<file path="src/rtl/irq_pkg.sv">
package irq_pkg;
  localparam int NCH    = 2;
  localparam int EXT_W  = 8;
  localparam int PEND_W = 8;
  localparam logic [EXT_W-1:0] EXT_VALID = 8'hFA;

  typedef enum logic [1:0] {
    RXI_OFF     = 2'b00,
    RXI_FIRST   = 2'b01,
    RXI_ALL     = 2'b10,
    RXI_SPECIAL = 2'b11
  } rx_mode_e;

  typedef struct packed {
    logic rx;
    logic tx;
    logic st;
  } chan_pend_t;
endpackage

</file>
<file path="src/rtl/irq_ext_edge.sv">
module irq_ext_edge
  import irq_pkg::*;
#(
  parameter int W = EXT_W,
  parameter logic [W-1:0] VALID = EXT_VALID
) (
  input  logic         clk,
  input  logic         rst,
  input  logic         grp_en,
  input  logic [W-1:0] lvl,
  input  logic [W-1:0] src_en,
  output logic         hit
);
  logic [W-1:0] prev_q;

  // Baseline follows the lines even during reset, so release gives no edge
  always_ff @(posedge clk) begin
    prev_q <= lvl;
  end

  assign hit = grp_en & |((lvl ^ prev_q) & src_en & VALID);


  ext_stable_chk: assert property (@(posedge clk) disable iff (rst)
    ($stable(lvl) && !rst) |-> !hit);
endmodule

</file>
<file path="src/rtl/irq_rx_qual.sv">
module irq_rx_qual
  import irq_pkg::*;
(
  input  logic       clk,
  input  logic       rst,
  input  logic [1:0] mode,
  input  logic       par_sc,
  input  logic       char_in,
  input  logic [2:0] err,
  input  logic       par_err,
  input  logic       rearm,
  output logic       rx_ev
);
  rx_mode_e mode_e;
  logic     special;
  logic     armed_q;

  assign mode_e  = rx_mode_e'(mode);
  assign special = (|err) | (par_err & par_sc);

  always_comb begin
    unique case (mode_e)
      RXI_OFF:     rx_ev = 1'b0;
      RXI_FIRST:   rx_ev = (char_in & armed_q) | special;
      RXI_ALL:     rx_ev = char_in | special;
      RXI_SPECIAL: rx_ev = special;
      default:     rx_ev = 1'b0;
    endcase
  end

  always_ff @(posedge clk) begin
    if (rst)                                          armed_q <= 1'b1;
    else if (rearm)                                   armed_q <= 1'b1;
    else if (mode_e == RXI_FIRST && char_in)          armed_q <= 1'b0;
  end


  first_once_chk: assert property (@(posedge clk) disable iff (rst)
    (mode == 2'b01 && char_in && !rearm) |=> !armed_q);


  rearm_chk: assert property (@(posedge clk) disable iff (rst)
    rearm |=> armed_q);
endmodule

</file>
<file path="src/rtl/irq_chan.sv">
module irq_chan
  import irq_pkg::*;
(
  input  logic             clk,
  input  logic             rst,
  input  logic [1:0]       rx_mode,
  input  logic             par_sc,
  input  logic             tx_ie,
  input  logic             ext_ie,
  input  logic [EXT_W-1:0] ext_en,
  input  logic             rx_char,
  input  logic [2:0]       rx_err,
  input  logic             rx_par,
  input  logic             tx_empty,
  input  logic [EXT_W-1:0] ext_lvl,
  input  logic             clr_rx,
  input  logic             clr_tx,
  input  logic             clr_ext,
  input  logic             rearm_rx,
  output chan_pend_t       pend_q,
  output chan_pend_t       pend_d,
  output chan_pend_t       en_mask
);
  logic rx_ev, tx_ev, st_ev;

  irq_rx_qual u_rxq (
    .clk     (clk),
    .rst     (rst),
    .mode    (rx_mode),
    .par_sc  (par_sc),
    .char_in (rx_char),
    .err     (rx_err),
    .par_err (rx_par),
    .rearm   (rearm_rx),
    .rx_ev   (rx_ev)
  );

  irq_ext_edge #(.W(EXT_W), .VALID(EXT_VALID)) u_ext (
    .clk    (clk),
    .rst    (rst),
    .grp_en (ext_ie),
    .lvl    (ext_lvl),
    .src_en (ext_en),
    .hit    (st_ev)
  );

  assign tx_ev = tx_empty & tx_ie;

  // New events win over same-cycle clears
  always_comb begin
    pend_d.rx = rx_ev | (pend_q.rx & ~clr_rx);
    pend_d.tx = tx_ev | (pend_q.tx & ~clr_tx);
    pend_d.st = st_ev | (pend_q.st & ~clr_ext);
  end

  assign en_mask.rx = (rx_mode != 2'b00);
  assign en_mask.tx = tx_ie;
  assign en_mask.st = ext_ie;

  always_ff @(posedge clk) begin
    if (rst) pend_q <= '0;
    else     pend_q <= pend_d;
  end


  clr_rx_chk: assert property (@(posedge clk) disable iff (rst)
    (clr_rx && !rx_ev) |=> !pend_q.rx);


  clr_tx_chk: assert property (@(posedge clk) disable iff (rst)
    (clr_tx && !tx_empty) |=> !pend_q.tx);


  rx_off_chk: assert property (@(posedge clk) disable iff (rst)
    (rx_mode == 2'b00 && !pend_q.rx) |=> !pend_q.rx);


  special_only_chk: assert property (@(posedge clk) disable iff (rst)
    (rx_mode == 2'b11 && rx_err == 3'b000 && !rx_par && !pend_q.rx) |=> !pend_q.rx);


  tx_set_chk: assert property (@(posedge clk) disable iff (rst)
    (tx_empty && tx_ie) |=> pend_q.tx);


  tx_masked_chk: assert property (@(posedge clk) disable iff (rst)
    (!tx_ie && !pend_q.tx) |=> !pend_q.tx);
endmodule

</file>
<file path="src/rtl/irq_pend_top.sv">
module irq_pend_top
  import irq_pkg::*;
(
  input  logic                       clk,
  input  logic                       rst,
  input  logic                       master_ie,
  input  logic [NCH-1:0][1:0]        rx_mode,
  input  logic [NCH-1:0]             par_sc,
  input  logic [NCH-1:0]             tx_ie,
  input  logic [NCH-1:0]             ext_ie,
  input  logic [NCH-1:0][EXT_W-1:0]  ext_en,
  input  logic [NCH-1:0]             rx_char,
  input  logic [NCH-1:0][2:0]        rx_err,
  input  logic [NCH-1:0]             rx_par,
  input  logic [NCH-1:0]             tx_empty,
  input  logic [NCH-1:0][EXT_W-1:0]  ext_lvl,
  input  logic [NCH-1:0]             clr_rx,
  input  logic [NCH-1:0]             clr_tx,
  input  logic [NCH-1:0]             clr_ext,
  input  logic [NCH-1:0]             rearm_rx,
  output logic [PEND_W-1:0]          pend,
  output logic                       irq
);
  localparam int USED = 3 * NCH;

  logic [PEND_W-1:0] pend_nxt;
  logic [PEND_W-1:0] en_vec;
  logic              irq_q;

  generate
    for (genvar c = 0; c < NCH; c++) begin : g_ch
      localparam int BASE = 3 * (NCH - 1 - c);
      chan_pend_t q, d, m;

      irq_chan u_chan (
        .clk      (clk),
        .rst      (rst),
        .rx_mode  (rx_mode[c]),
        .par_sc   (par_sc[c]),
        .tx_ie    (tx_ie[c]),
        .ext_ie   (ext_ie[c]),
        .ext_en   (ext_en[c]),
        .rx_char  (rx_char[c]),
        .rx_err   (rx_err[c]),
        .rx_par   (rx_par[c]),
        .tx_empty (tx_empty[c]),
        .ext_lvl  (ext_lvl[c]),
        .clr_rx   (clr_rx[c]),
        .clr_tx   (clr_tx[c]),
        .clr_ext  (clr_ext[c]),
        .rearm_rx (rearm_rx[c]),
        .pend_q   (q),
        .pend_d   (d),
        .en_mask  (m)
      );

      assign pend[BASE+2:BASE]     = {q.rx, q.tx, q.st};
      assign pend_nxt[BASE+2:BASE] = {d.rx, d.tx, d.st};
      assign en_vec[BASE+2:BASE]   = {m.rx, m.tx, m.st};
    end

    if (PEND_W > USED) begin : g_pad
      assign pend[PEND_W-1:USED]     = '0;
      assign pend_nxt[PEND_W-1:USED] = '0;
      assign en_vec[PEND_W-1:USED]   = '0;
    end
  endgenerate

  always_ff @(posedge clk) begin
    if (rst) irq_q <= 1'b0;
    else     irq_q <= master_ie & |(pend_nxt & en_vec);
  end

  assign irq = irq_q;


  master_gate_chk: assert property (@(posedge clk) disable iff (rst)
    !master_ie |=> !irq);


  irq_backed_chk: assert property (@(posedge clk) disable iff (rst)
    irq |-> (|pend));
endmodule

</file>
<file path="config.mk">
export PLATFORM = sky130hd
export DESIGN_NAME = irq_pend_top
export DESIGN_NICKNAME = d
export VERILOG_FILES = /design/src/rtl/irq_pkg.sv /design/src/rtl/irq_ext_edge.sv /design/src/rtl/irq_rx_qual.sv /design/src/rtl/irq_chan.sv /design/src/rtl/irq_pend_top.sv
export SDC_FILE = /design/constraint.sdc
export NUM_CORES = 1
export LEC_CHECK = 0
export BUFFER_PORTS_ARGS = -buffer_cell sky130_fd_sc_hd__clkbuf_2
export CORE_MARGIN = 8
export CORE_UTILIZATION = 35
export DETAILED_ROUTE_END_ITERATION = 10
export PLACE_DENSITY = 0.86
export SLEW_MARGIN = 20
export SYNTH_ARGS = -nofsm -noshare
export SYNTH_HDL_FRONTEND = slang
export SYNTH_SLANG_ARGS = --single-unit
</file>
<file path="constraint.sdc">
create_clock -name clk -period 1.35 [get_ports clk]
set_input_delay 0.27 -clock clk [delete_from_list [all_inputs] [get_ports clk]]
set_output_delay 0.27 -clock clk [all_outputs]
set_load 0.01 [all_outputs]
</file>
==> summary.txt <==
Die
  – Core Region: 0.00266 mm2
  – FP Rows: 19
  – I/O Pins: between 70 and 80
  – Die footprint: 0.00465 mm2
  – Die X: between 60 and 70 um
  – DIE HEIGHT: 68.2 um
  – Starting Density: 35.8%

Power
  – Total power: 0.00123 W
  – Worst vdd rail ir drop: 0.591 mV
  – Pwr Density: 875 mW/mm2
  – Pleak: 0.733 nW

Min path
  – Worst hold-check path type: input port to flop

STA
  – RSZ-0062 raised after global routing: true
  – Worst Skew: 0.00194 ns
  – Final worst path period need: 1.36 ns
  – Max-slew violation count: 0
  – Final hold vios: 0
  – Top achievable clock speed: roughly 740 MHz
  – Final worst-path cycle share: 101%
  – Setup TNS: -0.00945 ns
  – Setup violations, final: 1
  – Setup ws final: -0.00945 ns

Final layout
  – Synthesis-to-finish area growth: 47.2%
  – Diode count: 0
  – Fillers: 280
  – Design area: 0.00140 mm2
  – Share of cells above drive strength 1: 47.1%
  – Commonest cells after routing, fill and taps aside: 63 x clkbuf_2, 21 x dfxtp_1, 12 x xor2_1
  – Cell Count, Final, Fillers Out: around 200
  – Commonest non-fill, non-tap cell in the layout: clkbuf_2
  – Post-layout nets: 244
  – Post-layout util: between 50 and 60%

Logic synthesis
  – Mux cell area share after synthesis: 0%
  – Cells after Synth: 96
  – Synth Area in Adders: 10.5%
  – Synth unique cells: 23
  – #FFs+latches synth: 21
  – Synth Area in Compound Gates: 19.8%
  – Synthesis Warnings: 0
  – Synth Area in XOR/XNOR: between 10% and 20%
  – Simple-gate share of the synthesized area: 9.45%
  – Sequential area share after synthesis: 44.1%
  – Cell Area, Synth: 953 um2
  – Syn avg cell area: about 10 um2
  – Largest family of logic cells by synthesized area: compound AO/OA/AOI/OAI gates

Clock network
  – Post-CTS setup buffers: 0
  – Clock tree buffer depth: 2
  – Clock Sinks: 21
  – CTS H-tree depth: 1
  – CTS tree: built
  – Worst-path clk slew: 0.11 ns
  – CTS Buf Count: 3
  – Hold Buf Count CTS: 0
  – CTS root buffer: clkbuf_4
  – Clk Latency, worst-skew pair: 0.29 ns

Critical path
  – Worst EP arrival: 1.53 ns
  – Worst R2R Setup Slack: around 0.04 ns
  – WS Path Type: input port to flop
  – Startpoint types: input port
  – Setup crit end kind: flop
  – Worst Path Required: around 1.5 ns
  – Max Fanout on Critical Path: 2

Place
  – Placed insts: 197
  – Port Buffers: 63
  – GPL Wtd Cong: 0.772
  – Detailed Place HPWL: ~2.2 mm
  – Area after DPL: 0.00136 mm2

Drt
  – Total Wirelength: 2.45 mm
  – Drt pass-1 iters: 2
  – DR vias: 932
  – Post-DRT Antenna Nets: 0
  – Wire per inst: ~12 um
  – Via/cell ratio: 4.64
  – Initial DRC count: 30
  – Remaining routing DRC violations: 0

Global routing
  – Largest net degree at the start of global routing: 12
  – First-pass GRT wire length: 3.84 mm
  – Vias in the first global route: between 900 and 1000
  – Total track usage: 10.6%
  – Initial antenna violation count: 0
  – Total grt overflow: 0

Run
  – Max Cap Violations: 0

Outcome
  – Outcome: complete, but fails checks
  – Violated checks: negative setup slack
==> report_power, final <==
| group | switching, W | internal, W | total, W |
|---|---|---|---|
| clock network | 0.000170 | 0.000115 | 0.000285 |
| registers | 0.0000163 | 0.000656 | 0.000673 |
| logic | 0.000120 | 0.000151 | 0.000271 |
| total | 0.000307 | 0.000922 | 0.00123 |
==> layer usage <==
metal  GRT usage [%]  share of wire, %  vias to the layer above  routed length (um)
met2            18.2                48                       39                1190
met3            5.73                15                        2                 367
li1                -                 -                      482                   -
met4            3.84              0.41                        0                  10
met1            10.7                36                      409                 886
met5               0                 0                        -                   0
==> worst max-delay path, stage by stage <==
cell and delay, ns:
clkbuf_2 0.10, inv_2 0.05, buf_4 0.12, ha_1 0.18, o211ai_1 0.21, a211oi_2 0.12
and4b_1 0.26, o21a_1 0.13, a311oi_2 0.08
==> final timing paths <==
check                                                       to  depth (start not counted)                    startpoint
worst min register to register    g_ch[1].u_chan.u_rxq.armed_q                          1  g_ch[1].u_chan.u_rxq.armed_q
worst max-delay path                                       irq                          9                    rx_mode[2]
worst min-delay path            g_ch[1].u_chan.u_ext.prev_q[3]                          1                   ext_lvl[11]
worst max register to register                             irq                          5  g_ch[1].u_chan.u_rxq.armed_q
==> Yosys cell counts <==
master	count	share of area (%)
a2111oi_0	1	0.92
a2111oi_2	1	1.6
a211o_1	2	1.8
a211oi_1	2	1.6
a21oi_1	6	3.1
a22oi_1	6	4.7
a311oi_2	1	1.6
and4b_1	1	1.0
buf_4	2	1.6
clkbuf_1	1	0.39
conb_1	1	0.39
dfxtp_1	21	44
ha_1	8	10
inv_1	7	2.8
nand2_1	2	0.79
nand3_1	2	1.0
nand3b_1	1	0.79
nor2_1	8	3.1
nor2b_1	4	2.6
o211ai_1	2	1.6
o21a_1	1	0.79
o21ai_0	4	2.1
xor2_1	12	11
==> sequential cells by signal (all words and copies together), names as in the netlist <==
name	count
g_ch.u_chan.u_ext.prev_q	12
g_ch.u_chan.pend_q	6
g_ch.u_chan.u_rxq.armed_q	2
irq	1
==> what timing repair did <==
item                                    4_1_cts  5_1_grt
resized for setup                             1        3
endpoints found under the setup margin        1        1
endpoints found under the hold margin         0        0
pin swaps                                     0        0
==> logic make-up after synthesis <==
| family | Yosys count |
|---|---|
| other | 1 |
| buffers and inverters | 10 |
| xor gates and xnor gates | 12 |
| DFF | 21 |
| and+or+nand+nor | 18 |
| AOI/OAI and AO/OA | 26 |
| adders and majority gates | 8 |
==> area by class of cell <==
class                   instances  area, um2  area share (%)
multi-input cells              66        509            36.3
flip-flops and latches         21        420            29.9
repair buffers                 72        383            27.3
well taps                      31       38.8            2.76
clock buffers                   4       26.3            1.87
inverters                       7       26.3            1.87
==> per-stage QoR <==
stage	hold WS (ns)	setup WS, ns
after floorplan	0.298	-0.110
after detailed placement	0.400	-0.319
after global placement	0.398	-0.254
after CTS	0.0813	0.0140
final	0.0968	-0.00945
after global routing	0.0693	-0.103
No activity file was read; power rests on OpenSTA's default activity.
